<file path="src/rtl/wfd_pkg.sv">
package wfd_pkg;
  typedef enum logic {SCAN_SYNC = 1'b0, SCAN_COPY = 1'b1} scan_state_e;
endpackage

</file>
<file path="src/rtl/wfd_dest_check.sv">
module wfd_dest_check #(
  parameter int ADDR_BYTES = 6,
  parameter int BYTE_W     = 8
) (
  input  logic                         clk,
  input  logic                         rst,
  input  logic                         byte_en,
  input  logic                         sof,
  input  logic [BYTE_W-1:0]            data,
  input  logic [ADDR_BYTES*BYTE_W-1:0] station_addr,
  input  logic                         relax,
  output logic                         payload_now,
  output logic                         dest_ok
);
  localparam int IDX_W = $clog2(ADDR_BYTES + 1);

  logic [IDX_W-1:0]  idx_q, cur_idx;
  logic              ok_q, cur_ok, ok_d;
  logic [BYTE_W-1:0] exp_byte;

  always_comb begin
    cur_idx  = sof ? '0 : idx_q;
    cur_ok   = sof ? 1'b1 : ok_q;
    exp_byte = '0;
    for (int i = 0; i < ADDR_BYTES; i++) begin
      if (cur_idx == IDX_W'(i))
        exp_byte = station_addr[BYTE_W*(ADDR_BYTES-1-i) +: BYTE_W];
    end
    payload_now = (cur_idx == IDX_W'(ADDR_BYTES));
    ok_d        = cur_ok & (relax | (data == exp_byte));
    dest_ok     = cur_ok;
  end

  always_ff @(posedge clk) begin
    if (rst) begin
      idx_q <= '0;
      ok_q  <= 1'b1;
    end else if (byte_en && !payload_now) begin
      idx_q <= cur_idx + IDX_W'(1);
      ok_q  <= ok_d;
    end
  end
endmodule

</file>
<file path="src/rtl/wfd_payload_scan.sv">
module wfd_payload_scan
  import wfd_pkg::*;
#(
  parameter int ADDR_BYTES = 6,
  parameter int BYTE_W     = 8,
  parameter int COPIES     = 16,
  parameter int SYNC_LEN   = 6
) (
  input  logic                         clk,
  input  logic                         rst,
  input  logic                         byte_en,
  input  logic                         sof,
  input  logic                         payload_now,
  input  logic [BYTE_W-1:0]            data,
  input  logic [ADDR_BYTES*BYTE_W-1:0] station_addr,
  output logic                         copy_done
);
  localparam int AW   = ADDR_BYTES * BYTE_W;
  localparam int BI_W = (ADDR_BYTES > 1) ? $clog2(ADDR_BYTES) : 1;
  localparam int CC_W = (COPIES > 1) ? $clog2(COPIES) : 1;
  localparam int TL_W = $clog2(SYNC_LEN + 1);

  scan_state_e       state_q, state_d;
  logic [TL_W-1:0]   tail_q, tail_d;
  logic [BI_W-1:0]   bidx_q, bidx_d;
  logic [CC_W-1:0]   ccnt_q, ccnt_d;
  logic [BYTE_W-1:0] exp_byte, first_byte;
  logic              is_ones, restart_hit, done_raw;

  always_comb begin
    is_ones    = (data == {BYTE_W{1'b1}});
    first_byte = station_addr[AW-1 -: BYTE_W];
    exp_byte   = '0;
    for (int i = 0; i < ADDR_BYTES; i++) begin
      if (bidx_q == BI_W'(i))
        exp_byte = station_addr[BYTE_W*(ADDR_BYTES-1-i) +: BYTE_W];
    end
    if (!is_ones)                          tail_d = '0;
    else if (tail_q == TL_W'(SYNC_LEN))    tail_d = tail_q;
    else                                   tail_d = tail_q + TL_W'(1);
    restart_hit = (tail_q == TL_W'(SYNC_LEN)) && (data == first_byte);

    state_d  = state_q;
    bidx_d   = bidx_q;
    ccnt_d   = ccnt_q;
    done_raw = 1'b0;
    case (state_q)
      SCAN_SYNC: begin
        if (restart_hit) begin
          state_d = SCAN_COPY;
          bidx_d  = BI_W'(1);
          ccnt_d  = '0;
        end
      end
      default: begin
        if (data == exp_byte) begin
          if (bidx_q == BI_W'(ADDR_BYTES-1)) begin
            bidx_d = '0;
            if (ccnt_q == CC_W'(COPIES-1)) begin
              done_raw = 1'b1;
              state_d  = SCAN_SYNC;
              ccnt_d   = '0;
            end else begin
              ccnt_d = ccnt_q + CC_W'(1);
            end
          end else begin
            bidx_d = bidx_q + BI_W'(1);
          end
        end else if (restart_hit) begin
          bidx_d = BI_W'(1);
          ccnt_d = '0;
        end else begin
          state_d = SCAN_SYNC;
          bidx_d  = '0;
          ccnt_d  = '0;
        end
      end
    endcase
    copy_done = byte_en & payload_now & done_raw;
  end

  always_ff @(posedge clk) begin
    if (rst || (byte_en && sof)) begin
      state_q <= SCAN_SYNC;
      tail_q  <= '0;
      bidx_q  <= '0;
      ccnt_q  <= '0;
    end else if (byte_en && payload_now) begin
      state_q <= state_d;
      tail_q  <= tail_d;
      bidx_q  <= bidx_d;
      ccnt_q  <= ccnt_d;
    end
  end
endmodule

</file>
<file path="src/rtl/wake_frame_detector.sv">
module wake_frame_detector #(
  parameter int ADDR_BYTES = 6,
  parameter int BYTE_W     = 8,
  parameter int COPIES     = 16,
  parameter int SYNC_LEN   = 6
) (
  input  logic                         clk,
  input  logic                         rst,
  input  logic                         wake_mode,
  input  logic                         accept_any_a,
  input  logic                         accept_any_b,
  input  logic [ADDR_BYTES*BYTE_W-1:0] station_addr,
  input  logic                         rx_valid,
  input  logic                         rx_sof,
  input  logic                         rx_eof,
  input  logic [BYTE_W-1:0]            rx_data,
  output logic                         match_pulse
);
  logic in_frame_q, byte_en, payload_now, dest_ok, copy_done, fired_q, fire;

  assign byte_en = rx_valid & (rx_sof | in_frame_q);

  wfd_dest_check #(.ADDR_BYTES(ADDR_BYTES), .BYTE_W(BYTE_W)) u_dest (
    .clk(clk), .rst(rst), .byte_en(byte_en), .sof(rx_sof), .data(rx_data),
    .station_addr(station_addr), .relax(accept_any_a | accept_any_b),
    .payload_now(payload_now), .dest_ok(dest_ok)
  );

  wfd_payload_scan #(.ADDR_BYTES(ADDR_BYTES), .BYTE_W(BYTE_W),
                     .COPIES(COPIES), .SYNC_LEN(SYNC_LEN)) u_scan (
    .clk(clk), .rst(rst), .byte_en(byte_en), .sof(rx_sof),
    .payload_now(payload_now), .data(rx_data),
    .station_addr(station_addr), .copy_done(copy_done)
  );

  assign fire = copy_done & dest_ok & wake_mode & ~fired_q;

  always_ff @(posedge clk) begin
    if (rst) begin
      in_frame_q  <= 1'b0;
      fired_q     <= 1'b0;
      match_pulse <= 1'b0;
    end else begin
      match_pulse <= fire;
      if (rx_valid) begin
        if (rx_sof)         in_frame_q <= ~rx_eof;
        else if (rx_eof)    in_frame_q <= 1'b0;
      end
      if (byte_en && rx_sof) fired_q <= 1'b0;
      else if (fire)         fired_q <= 1'b1;
    end
  end
endmodule

</file>
<file path="config.mk">
export PLATFORM = sky130hd
export DESIGN_NAME = wake_frame_detector
export DESIGN_NICKNAME = d
export VERILOG_FILES = /design/src/rtl/wfd_pkg.sv /design/src/rtl/wfd_dest_check.sv /design/src/rtl/wfd_payload_scan.sv /design/src/rtl/wake_frame_detector.sv
export SDC_FILE = /design/constraint.sdc
export NUM_CORES = 1
export LEC_CHECK = 0
export ABC_AREA = 1
export BUFFER_PORTS_ARGS = -buffer_cell sky130_fd_sc_hd__clkbuf_2
export CAP_MARGIN = 20
export CORE_MARGIN = 10
export CORE_UTILIZATION = 35
export CTS_CLUSTER_DIAMETER = 30
export DETAILED_ROUTE_END_ITERATION = 12
export PLACE_DENSITY_LB_ADDON = 0.05
export SYNTH_ARGS = -nofsm -noshare
export SYNTH_HDL_FRONTEND = slang
export SYNTH_SLANG_ARGS = --single-unit
</file>
<file path="constraint.sdc">
create_clock -name clk -period 5.5 [get_ports clk]
set_clock_uncertainty 0.1 [all_clocks]
set_input_delay 0.55 -clock clk [delete_from_list [all_inputs] [get_ports clk]]
set_output_delay 0.55 -clock clk [all_outputs]
set_load 0.01 [all_outputs]
</file>
# Word level (Yosys, flattened, before mapping)
# Cells that the tools add are included.
[totals]
elab_cells = 96
out_inout_bits = 1
regBits = 18
input_bits = 64
[op_classes]
eq_ne = 19
mux = 37
n_reduce_logical = 15
n_bitwise = 12
n_addsub = 4
[ops]
columns = ["cell", "count"]
rows = [
  ["$mux W8", 12],
  ["$eq A8 B8 Y1", 3],
  ["$mux W3", 7],
  ["$mux W4", 5],
  ["$eq A3 B3 Y1 const B", 6],
  ["$mux W1", 13],
  ["$eq A3 B2 Y1 const B", 4],
  ["$add A3 B1 Y3 const B", 3],
  ["$eq A8 B8 Y1 const B", 1],
  ["$and A1 B1 Y1", 7],
  ["$eq A3 B1 Y1 const B", 2],
  ["$logic_not A3 Y1", 2],
  ["$reduce_and A2 Y1", 3],
  ["$add A4 B1 Y4 const B", 1],
  ["$eq A4 B4 Y1 const B", 1],
  ["$logic_and A1 B1 Y1", 4],
  ["$reduce_bool A2 Y1", 2],
  ["$ne A3 B3 Y1 const B", 1],
  ["$or A1 B1 Y1", 3],
  ["$reduce_and A3 Y1", 1],
  ["$ne A2 B2 Y1 const B", 1],
  ["$not A1 Y1", 2],
  ["$reduce_or A2 Y1", 1],
  ["$logic_not A1 Y1", 1],
  ["$logic_or A1 B1 Y1", 1],
]

# Longest topological paths before layout
# Gate-level depths: netlist (run 1).
[depth]
ltp_word = 14
ltp_mapped = 23
mapped_depth_nobuf = 22

# Hierarchy
# From an unflattened synthesis (run 1), not the netlist that was laid out.
[unflattened]
cells_unflattened = 541
area_unflattened_um2 = 2817.7
[modules_own_cells]
columns = ["mod", "seq_area_each_um2", "cells_per_inst", "area_each_um2", "n_inst"]
rows = [
  ["wfd_payload_scan", 220.2, 303, 1580.3, 1],
  ["wfd_dest_check", 80.1, 220, 1108.6, 1],
  ["wake_frame_detector", 60.1, 18, 128.9, 1],
]

# Worst setup path before layout (run 1)
# No wires, ideal clock.
[synth_path]
path_type = "input-to-reg"
from = "input rx_sof"
to = "register u_dest.ok_q"
slack_ns = 2.872
stages = 20
t_arrival_ns = 2.413
setup_ns = 0.115
path_buffers = 1
required_ns = 5.285
cell_sequence = "clkbuf_2 nor2_1 ha_1 clkinv_1 nor2_1 nand2_1 nand3_1 nand3_1 o21ai_0 nand2_1 nand2_1 nand2_1 nand2_1 nand2_1 nand2_1 nor2_1 nand2_1 nand2_1 nand2_1 nand2_1"
[synth_via]
elab_chain_len = 11
word_cells_on_any_way = 22
[synth_lines]
columns = ["element", "line", "source"]
rows = [
  ["start, declared", "wake_frame_detector.sv:14", "input logic rx_sof,"],
  ["$mux W3", "wfd_dest_check.sv:22", "cur_idx = sof ? '0 : idx_q;"],
  ["$logic_not A3 Y1", "wfd_dest_check.sv:26", "if (cur_idx == IDX_W'(i))"],
  ["$mux W8 (6 in a row)", "wfd_dest_check.sv:26", ""],
  ["$eq A8 B8 Y1", "wfd_dest_check.sv:30", "ok_d = cur_ok & (relax | (data == exp_byte));"],
  ["$or A1 B1 Y1", "wfd_dest_check.sv:30", ""],
  ["$and A1 B1 Y1", "wfd_dest_check.sv:30", ""],
  ["end signal, assigned", "wfd_dest_check.sv:40", "ok_q <= ok_d;"],
  ["end, declared", "wfd_dest_check.sv:18", "logic ok_q, cur_ok, ok_d;"],
]
# Several ways; a longest one is shown, not always the timed one.
# A chain may end at the register's enable or synchronous reset.

# Worst setup path in the final report (run 1)
# Ends and elaborated chain as after synthesis.

==> reports/qor.yml, run 1 <==
final_layout:
  drive_gt1_share_pct: 15.5
  utilization_pct: 41.6
  syn_to_final_growth_pct: 16.1
  n_antenna_cell: 0
  stdcell_area_mm2: 0.00302
  nets: 629
  num-fill-cells: 860
floorplan:
  start_util_pct: 35.8
  dieArea_mm2: 0.0113
  placementRows: 31
  io_pins: 65
  core_area_mm2: 0.00725
  die_y_um: 106
  die_x_um: 106
timing:
  max_freq_mhz: 344
  rsz0062_at_grt: "no"
  relSlewSlack_pct: 51.2
  period_share_pct: 52.9
  slew_viol_final: 0
  finalHoldViolations: 0
  worstMarginPinSlew_ns: 0.732
  setup-violations-final: 0
  tns_ns: 0
  setup_ws_ns: 2.59
  period_minus_slack_ns: 2.91
drt:
  viasPerCell: 4.91
  dr.pass1.iters: 5
  wl_per_cell_um: 14.0
  drtIter0Drc: 180
  ant_nets: 0
  wl_um: 9180
  drcViolationCount: 0
  via_count: 3213
global_route:
  met3_usage_pct: 2.23
  met1_usage_pct: 18.0
  grt_pass1_wl_um: 14800
  antenna_found_initial: 0
  busiest_layer: "met2"
  track_usage_pct: 15.7
  grt_pass1_vias: 3146
  grt_max_degree: 18
  use_met2_pct: 29.9
  grt_overflow_total: 0
setup_path:
  worstSetupEndpointType: "flop"
  crit_slowest_cell: "nor2_1"
  cp.depth: 19
  cpMostUsedCell: "nand2_1"
  crit_family: "simple AND/OR/NAND/NOR gates"
  required_ns: 5.60
  path_buf_inv: 2
  crit_arrival_ns: 3.01
  start_kind: "primary input"
  worstPathCellList: "clkbuf_2 > nor2_1 > ha_1 > clkinv_1 > nor2_1 > nand2_1 > nand3_1 > nand3_1 > nand2_1 > nand2_1 > nand2_1 > nand3_1 > nand2_1 > nand3_1 > nor2_1 > nand2_1 > nand2_1 > nand2_1 > nand2_1"
  slowest_delay_ns: 0.52
  worstRegToRegCells: 17
  critPathKind: "primary input to flop"
  path_max_fanout: 10
placed_design:
  gp_congestion: 0.876
  place_ws_ns: 2.34
  port_buffers: 64
  placed_cell_area_mm2: 0.00296
  dp_hpwl_um: 7560
pwr:
  p_leak_uw: 0.00168
  power.density_mw_per_mm2: 128
  power_uw: 387
  ir_worst_vdd_uv: 123
logic_synthesis:
  synth_edf_count: 0
  netlist_instances: 501
  synth_ff_type: "dfxtp_1"
  yosys.area_share.adder_pct: 4.33
  syn_avg_cell_area_um2: 5.19
  synth_top_family_by_area: "simple AND/OR/NAND/NOR gates"
  synth_nets: 574
  synth_cell_type_count: 33
  yosys.area_share.simple_pct: 54.0
  synth-compound-area-share_pct: 11.8
  yosys.area_share.xor_xnor_pct: 2.36
  ys.warnings.count: 0
  synthesis.area_mm2: 0.00260
  ys_ff_latch: 18
  synth_seq_area_share_pct: 13.9
  synth_mux_area_share_pct: 0
  synthArstFlopShare_pct: 0
job:
  cap_violations: 0
hold_path:
  min_path_type: "flop to flop"
  whs_path_depth: 2
clock_network:
  clock_latency_ns: 0.25
  cts_num_sinks: 18
  clk_path_buf_depth: 2
  clockRootBuffer: "clkbuf_8"
  cts_tree: "built"
  cts_hold_buf: 0
  htreeDepth: 1
  cts_setup_buffers: 0
  cts_buffers: 3
  clkTransAtPathRegs_ns: 0.07
  cts_resized: 0
status:
  status: "finished, final reports clean"
## per-stage QoR
stage,hold WS (ns),instances
6_report,0.358,654
3_5_place_dp,0.349,650
3_3_place_gp,0.344,650
4_1_cts,0.360,654
5_1_grt,0.375,654
2_1_floorplan,0.330,501
## registers in the layout, indices dropped and copies added, names as in the netlist
register and cells:
u_scan.ccnt_q 4, u_dest.idx_q 3, fired_q 1, match_pulse 1
u_scan.tail_q 3, u_dest.ok_q 1, u_scan.state_q 1, in_frame_q 1
u_scan.bidx_q 3
## worst paths after layout
check        slack (ns)        startpoint                to
max                2.59            rx_sof       u_dest.ok_q
min                0.36           fired_q           fired_q
max reg2reg        2.59  u_scan.bidx_q[2]  u_scan.ccnt_q[3]
min reg2reg        0.36           fired_q           fired_q
## synth_stat cells, types with 2 or more instances
library cell | number | area share [%]
nor2_2 | 4 | 0.96
o211ai_1 | 3 | 0.87
nand2_1 | 180 | 26
inv_1 | 71 | 10
nor3_1 | 2 | 0.39
buf_2 | 3 | 0.58
nor2_1 | 42 | 6.1
nand4_1 | 2 | 0.48
o21ai_0 | 13 | 2.5
or2_2 | 8 | 1.9
buf_4 | 4 | 1.2
ha_1 | 9 | 4.3
and2_1 | 2 | 0.48
dfxtp_1 | 18 | 14
nor2_4 | 3 | 1.3
nor4_1 | 2 | 0.48
a21oi_1 | 35 | 6.7
xor2_1 | 5 | 1.7
xnor2_1 | 2 | 0.67
nand3_1 | 76 | 15
clkbuf_1 | 5 | 0.72
## power by group
group	switching (uW)	total [uW]	internal, uW
Combinational	88.7	143	54.0
Clock	46.9	111	63.6
Sequential	1.19	134	133
## cell usage in the layout (no fill, tap or decap), drive strengths merged
cell	count
xnor2	2
and2	2
nand3	77
a2111oi	1
a311oi	1
o21bai	1
dfxtp	18
nand2	180
a21o	1
a21oi	35
xor2	5
nor2	49
inv	72
nor4	2
a211oi	1
clkbuf	68
or2	8
o211ai	3
o21ai	14
nor3	3
ha	9
clkinv	1
nand4	2
## metal layers
layer / vias up / part of all wire, %
met5: - / 0
met4: 0 / 1.2
met3: 8 / 5.5
met2: 92 / 50
met1: 1420 / 44
li1: 1693 / -
## cell type report
cell class | count | area [um2] | area share, %
inverters | 73 | 274 | 9.08
clock buffers | 4 | 55.1 | 1.82
flip-flops and latches | 18 | 360 | 11.9
multi-input cells | 396 | 1890 | 62.5
well taps | 99 | 124 | 4.10
repair buffers | 64 | 320 | 10.6
## worst reg2reg max path: cells and delay by family, from the launching register on
kind / cells / cell delay (ns)
adder cells (fa/ha/maj): 1 / 0.66
flip-flops: 1 / 0.35
AND/OR/NAND/NOR: 14 / 1.33
buffers and inverters: 1 / 0.27
AO/OA/AOI/OAI: 1 / 0.10
## cells by family (layout without fill, tap and decap cells)
kind of cell | Yosys count | count (layout)
XOR/XNOR | 7 | 7
adder cells (fa/ha/maj) | 9 | 9
buffers and inverters | 87 | 141
flip-flops | 18 | 18
AND/OR/NAND/NOR | 323 | 323
AO/OA/AOI/OAI | 57 | 57
Note: power is estimated with default switching activity, not from simulation.
==> run 2, diff against run 1 <==
--- a/config.mk
+++ b/config.mk
@@ -5,7 +5,7 @@
 export SDC_FILE = /design/constraint.sdc
 export NUM_CORES = 1
 export LEC_CHECK = 0
-export ABC_AREA = 1
+export ABC_AREA = 0
 export BUFFER_PORTS_ARGS = -buffer_cell sky130_fd_sc_hd__clkbuf_2
 export CAP_MARGIN = 20
 export CORE_MARGIN = 10
==> constraint.sdc (replaced) <==
create_clock -name clk -period 2.5 [get_ports clk]
set_clock_uncertainty 0.1 [all_clocks]
set_input_delay 0.25 -clock clk [delete_from_list [all_inputs] [get_ports clk]]
set_output_delay 0.25 -clock clk [all_outputs]
set_load 0.01 [all_outputs]
==> reports/qor.yml, run 2 <==
logic_synthesis:
  ys.warnings.count: 0  # unchanged
  netlist_instances: 351  # -30%
  synthesis.area_mm2: 0.00251  # -3.6%
  synth_ff_type: "dfxtp_1"
  ys_ff_latch: 18  # unchanged
  synth_cell_type_count: 54  # +64%
  synth_top_cell_area_share_pct: 14.4  # -12 points
  synth_top_cell_by_area: "dfxtp_1"
  synth_edf_count: 0  # unchanged
  syn_avg_cell_area_um2: 7.14  # +38%
  synth_nets: 424  # -26%
  synth_seq_area_share_pct: 14.4  # +0.52 points
  synth_most_common_cell: "nand2_1"
  synthTopCellsByCount: "nand2_1 (36), a21oi_1 (25), nor2_1 (22)"
  synthArstFlopShare_pct: 0  # unchanged
  synth_area_leaders: "dfxtp_1 (14%), xor2_1 (7.3%), nand2_1 (5.4%)"
timing:
  max_freq_mhz: 385
  setup-violations-final: 10  # +10
  tns_ns: -0.547  # -0.547 ns
  finalHoldViolations: 0  # unchanged
  relSlewSlack_pct: 70.8  # +20 points
  period_share_pct: 104
  slew_viol_final: 0  # unchanged
  worstMarginPinSlew_ns: 0.435  # -0.297 ns
  period_minus_slack_ns: 2.60
  setup_ws_ns: -0.0992  # -2.69 ns
  hold_ws_ns: 0.0648  # -0.293 ns
  rsz0062_at_grt: "yes"
job:
  cap_violations: 0  # unchanged
clock_network:
  cts_tree: "built"
  clkTransAtPathRegs_ns: 0.07  # about the same
  cts_buffers: 3  # unchanged
  clk_path_buf_depth: 2  # unchanged
  clock_latency_ns: 0.25  # about the same
  cts_hold_buf: 0  # unchanged
  clockRootBuffer: "clkbuf_8"
  htreeDepth: 1  # unchanged
  cts_num_sinks: 18  # unchanged
floorplan:
  die_x_um: 105  # -1.5%
  core_area_mm2: 0.00687  # -5.3%
  io_pins: 65  # unchanged
  dieArea_mm2: 0.0109  # -2.9%
  die_y_um: 105  # -1.5%
  start_util_pct: 36.5  # +0.64 points
  placementRows: 30  # -3.2%
final_layout:
  drive_gt1_share_pct: 37.4  # +22 points
  top_register: "u_scan.ccnt_q"
  n_antenna_cell: 0  # unchanged
  seq_area_um2: 368  # +2.1%
  largest_register_ffs: 4  # unchanged
  post_layout_nonfiller_instances: 550  # -16%
  nets: 528  # -16%
  num-fill-cells: 734  # -15%
  utilization_pct: 51.4  # +9.8 points
  mostFrequentLayoutCells: "clkbuf_2 (64), buf_4 (59), nand2_1 (35)"
  multi_input_area_mm2: 0.00212  # +12%
  final_common_cell: "clkbuf_2"
  syn_to_final_growth_pct: 40.8
placed_design:
  place_ws_ns: -0.213  # -2.56 ns
  port_buffers: 64  # unchanged
  placed_cells: 538  # -17%
  dp_hpwl_um: 7970  # +5.4%
  gp_congestion: 0.895  # +2.2%
setup_path:
  worstSetupEndpointType: "flop"
  crit_path_start: "u_scan.bidx_q[0]"
  worstPathCellList: "and2_4 > ha_4 > buf_6 > buf_4 > a221oi_2 > mux2i_1 > nor4b_2 > nand4_1 > nor3_2 > buf_4 > nand3_1 > a31oi_1"
  path_buf_inv: 3  # +1
  start_kind: "flop"
  crit_slowest_cell: "dfxtp_2"
  regToRegStartpoint: "u_scan.bidx_q[0]"
  crit_arrival_ns: 2.68  # -0.33 ns
  slowest_delay_ns: 0.34  # -0.18 ns
  cpMostUsedCell: "buf_4"
  crit_family: "simple AND/OR/NAND/NOR gates"
  critPathKind: "flop to flop"
  path_max_fanout: 8  # -2
  required_ns: 2.58  # -3.02 ns
status:
  status: "finished, violations left"
  violations: "negative setup slack"
drt:
  wl_per_cell_um: 17.2  # +23%
  via_count: 2918  # -9.2%
  viasPerCell: 5.31  # +8.0%
  drtIter0Drc: 126  # -30%
  wl_um: 9470  # +3.2%
  ant_nets: 0  # unchanged
  drcViolationCount: 0  # unchanged
  dr.pass1.iters: 5  # unchanged
pwr:
  p_comb_share_pct: 40.0  # +3.2 points
  clkPwrFrac_pct: 27.0  # -1.5 points
  p_leak_uw: 0.00143  # -15%
  power.density_mw_per_mm2: 252  # +96%
  switchingPower_uw: 286  # +110%
  cellInternalPower_uw: 602  # +140%
  switching_share_pct: 32.2  # -3.1 points
  seqPwrFrac_pct: 33.0  # -1.6 points
  ir_worst_vdd_uv: 291  # +140%
global_route:
  grt_pass1_vias: 3022  # -3.9%
  grt_pass1_wl_um: 15200  # +2.7%
  antenna_found_initial: 0  # unchanged
  grt_overflow_total: 0  # unchanged
  grt_max_degree: 15  # -3
  track_usage_pct: 16.6  # +0.85 points
hold_path:
  min_path_type: "primary input to flop"
  min_from: "rx_eof"
## run 2: per-stage QoR
stage	power, uW	instance area [um2]
floorplan	480	2560
global placement	627	3260
detailed placement	625	3260
CTS	869	3360
global route	944	3530
finish	888	3530
## run 2: kinds of logic after synthesis
kind of cell / synth area share (%)
and+or+nand+nor: 29.5
adders and majority gates: 4.49
xor gates and xnor gates: 12.2
buffers and inverters: 7.39
muxes: 6.14
AOI/OAI and AO/OA: 25.9
DFF: 14.4
## run 2: layout make-up
cell class,count,share of cell area [%]
multi-input combinational,292,60.0
timing repair buffer,127,23.3
sequential,18,10.4
tap,96,3.40
clock buffer,4,1.56
inverter,13,1.38
## run 2: power by group through the flow
stage	clock network, uW	registers (uW)	logic (uW)
final	240	293	355
after global routing	262	294	388
after CTS	248	294	328
after detailed placement	0	301	324
after global placement	0	300	327
after floorplan	0	300	180
## run 2: per-layer routing
metal  GRT usage, %  share of wire, %
met2           29.0                48
met3           2.58               5.7
met5              0                 0
met1           21.0                45
met4           2.84              0.87
## run 2: repair_timing
| item | CTS | global route |
|---|---|---|
| resized for setup | 6 | 31 |
| endpoints found under the setup margin | 11 | 11 |
| pin swaps | 4 | 14 |
| setup buffers | 4 | 4 |
## run 2: final timing paths
check | endpoint | slack, ns | cells after the start
hold / removal | in_frame_q | 0.06 | 2
setup / recovery | u_scan.ccnt_q[0] | -0.1 | 12
setup reg to reg | u_scan.ccnt_q[0] | -0.1 | 12
hold reg to reg | u_dest.idx_q[2] | 0.37 | 2
## run 2: worst register-to-register path: stages, from the launching register on
cell	delay, ns
dfxtp_2	0.34
and2_4	0.16
ha_4	0.17
buf_6	0.13
buf_4	0.14
a221oi_2	0.19
mux2i_1	0.13
nor4b_2	0.25
nand4_1	0.21
nor3_2	0.29
buf_4	0.20
nand3_1	0.08
a31oi_1	0.15
==> run 3, diff against run 2 <==
--- a/config.mk
+++ b/config.mk
@@ -6,12 +6,12 @@
 export NUM_CORES = 1
 export LEC_CHECK = 0
 export ABC_AREA = 0
-export BUFFER_PORTS_ARGS = -buffer_cell sky130_fd_sc_hd__clkbuf_2
 export CAP_MARGIN = 20
 export CORE_MARGIN = 10
 export CORE_UTILIZATION = 35
 export CTS_CLUSTER_DIAMETER = 30
 export DETAILED_ROUTE_END_ITERATION = 12
+export DONT_BUFFER_PORTS = 1
 export PLACE_DENSITY_LB_ADDON = 0.05
 export SYNTH_ARGS = -nofsm -noshare
 export SYNTH_HDL_FRONTEND = slang
==> reports/qor.yml, run 3 (synthesized netlist as in run 2, its figures left out) <==
status:
  status: "finished, violations left"
  violations: "negative setup slack"
global_route:
  grt_max_degree: 18  # +3
  grt_pass1_wl_um: 14500  # -4.8%
  track_usage_pct: 16.0  # -0.60 points
  grt_pass1_vias: 2742  # -9.3%
  antenna_found_initial: 0  # unchanged
  grt_overflow_total: 0  # unchanged
setup_path:
  worstSetupEndpointType: "flop"
  path_max_fanout: 5  # -3
  critPathKind: "flop to flop"
  regToRegStartpoint: "u_scan.bidx_q[0]"
  crit_path_start: "u_scan.bidx_q[0]"
  crit_arrival_ns: 2.75  # +0.07 ns
  r2r_setup_slack_ns: -0.17  # -0.07 ns
  timing.rr.end: "u_scan.bidx_q[0]"
  required_ns: 2.58  # about the same
  start_kind: "flop"
  worstRegToRegCells: 10  # -2
timing:
  period_share_pct: 107  # +2.9 points
  relSlewSlack_pct: 69.0  # -1.8 points
  finalHoldViolations: 0  # unchanged
  hold_ws_ns: 0.130  # +0.0649 ns
  tns_ns: -1.32  # -0.770 ns
  setup_ws_ns: -0.172  # -0.0728 ns
  period_minus_slack_ns: 2.67  # +0.0728 ns
  setup-violations-final: 10  # unchanged
  rsz0062_at_grt: "yes"
  max_freq_mhz: 374  # -2.7%
  worstMarginPinSlew_ns: 0.462  # +0.0269 ns
  slew_viol_final: 0  # unchanged
clock_network:
  clockRootBuffer: "clkbuf_8"
  clkTransAtPathRegs_ns: 0.08  # about the same
  htreeDepth: 1  # unchanged
  cts_tree: "built"
  clock_latency_ns: 0.26  # about the same
  cts_num_sinks: 18  # unchanged
  cts_buffers: 3  # unchanged
  clk_path_buf_depth: 2  # unchanged
floorplan:
  placementRows: 30  # unchanged
  dieArea_mm2: 0.0109  # unchanged
  io_pins: 65  # unchanged
  start_util_pct: 36.5  # unchanged
  die_y_um: 105  # unchanged
  core_area_mm2: 0.00687  # unchanged
  die_x_um: 105  # unchanged
hold_path:
  min_path_type: "primary input to flop"
  whs_path_depth: 3  # +1
  min_from: "rx_data[1]"
  min_to: "u_dest.ok_q"
final_layout:
  n_antenna_cell: 0  # unchanged
  final_common_cell: "buf_4"
  top_register: "u_scan.ccnt_q"
  num-fill-cells: 717  # -2.3%
  largest_register_ffs: 4  # unchanged
  nets: 456  # -14%
  mostFrequentLayoutCells: "buf_4 (46), nand2_1 (36), a21oi_1 (23), xor2_1 (21), nor2_1 (21)"
  syn_to_final_growth_pct: 23.7
  drive_gt1_share_pct: 22.5  # -15 points
  stdcell_area_mm2: 0.00310  # -12%
  utilization_pct: 45.1  # -6.2 points
drt:
  dr.pass1.iters: 4  # -1
  via_count: 2630  # -9.9%
  ant_nets: 0  # unchanged
  wl_um: 9040  # -4.5%
  drtIter0Drc: 123  # -2.4%
  drcViolationCount: 0  # unchanged
  wl_per_cell_um: 18.9  # +9.8%
  viasPerCell: 5.50  # +3.7%
placed_design:
  port_buffers: 0  # -100%
  gp_congestion: 0.873  # -2.4%
  placed_cell_area_mm2: 0.00286  # -12%
  dp_hpwl_um: 7480  # -6.2%
pwr:
  ir_worst_vdd_uv: 408  # +40%
  p_leak_uw: 0.00112  # -21%
  power.density_mw_per_mm2: 251  # -0.24%
job:
  cap_violations: 0  # unchanged
## run 3: changes by cell type in the layout (fill, tap and decap cells not counted), moves of 3 or more
cell,previous run,this run
dlygate4sd3_1,0,3
buf_4,59,46
ha_1,3,6
ha_4,5,2
clkbuf_2,64,0
inv_1,10,13
inv_2,3,0
## run 3: through the flow
step / total power [uW] / worst slack (ns) / cells
finish: 778 / -0.172 / 478
global route: 819 / -0.336 / 478
CTS: 779 / -0.184 / 477
detailed placement: 522 / -0.343 / 463
global placement: 523 / -0.334 / 463
floorplan: 480 / -0.296 / 351
## run 3: worst max path at each step
stage                  endpoint  slack (ns)  depth (start not counted)
2_1_floorplan  u_scan.ccnt_q[1]       -0.30                         15
3_3_place_gp   u_scan.ccnt_q[1]       -0.33                         11
3_5_place_dp   u_scan.ccnt_q[1]       -0.34                         11
4_1_cts        u_scan.ccnt_q[1]       -0.18                         11
5_1_grt        u_scan.bidx_q[0]       -0.34                         12
6_report       u_scan.bidx_q[0]       -0.17                         10
## run 3: power by group
part	switching (uW)	internal, uW	total [uW]
combinational	113	123	235
clock	110	140	250
sequential	2.49	291	293
total	225	553	778
## run 3: metal layers
metal | wire length (um) | global-route usage, % | share of wire (%)
met1 | 3850 | 19.3 | 43
met2 | 4330 | 27.4 | 48
met3 | 797 | 5.34 | 8.8
met4 | 70 | 2.16 | 0.77
met5 | 0 | 0 | 0
## run 3: what timing repair did
| action | 4_1_cts | 5_1_grt |
|---|---|---|
| gates resized for setup | 9 | 18 |
| hold endpoints to repair | 5 | 0 |
| pin swaps | 9 | 14 |
| setup buffers | 6 | 2 |
| hold buffers | 3 | 0 |
| cloned | 1 | 0 |
| setup endpoints to repair | 11 | 11 |
## run 3: final cells by class
class / count / area [um2] / share of cell area, %
Sequential cell: 18 / 367 / 11.8
Tap cell: 96 / 120 / 3.87
Clock buffer: 4 / 55.1 / 1.78
Inverter: 13 / 48.8 / 1.57
Timing Repair Buffer: 55 / 445 / 14.4
Multi-Input combinational cell: 292 / 2060 / 66.6
## run 3: worst max-delay path, cell delays in order, from the launching register on
cell	delay [ns]
dfxtp_4	0.39
buf_6	0.12
mux2_2	0.34
a21oi_1	0.21
o211ai_1	0.12
nor4_2	0.32
nand4_1	0.26
nor3_2	0.31
buf_4	0.16
o21ai_1	0.08
a211oi_2	0.19
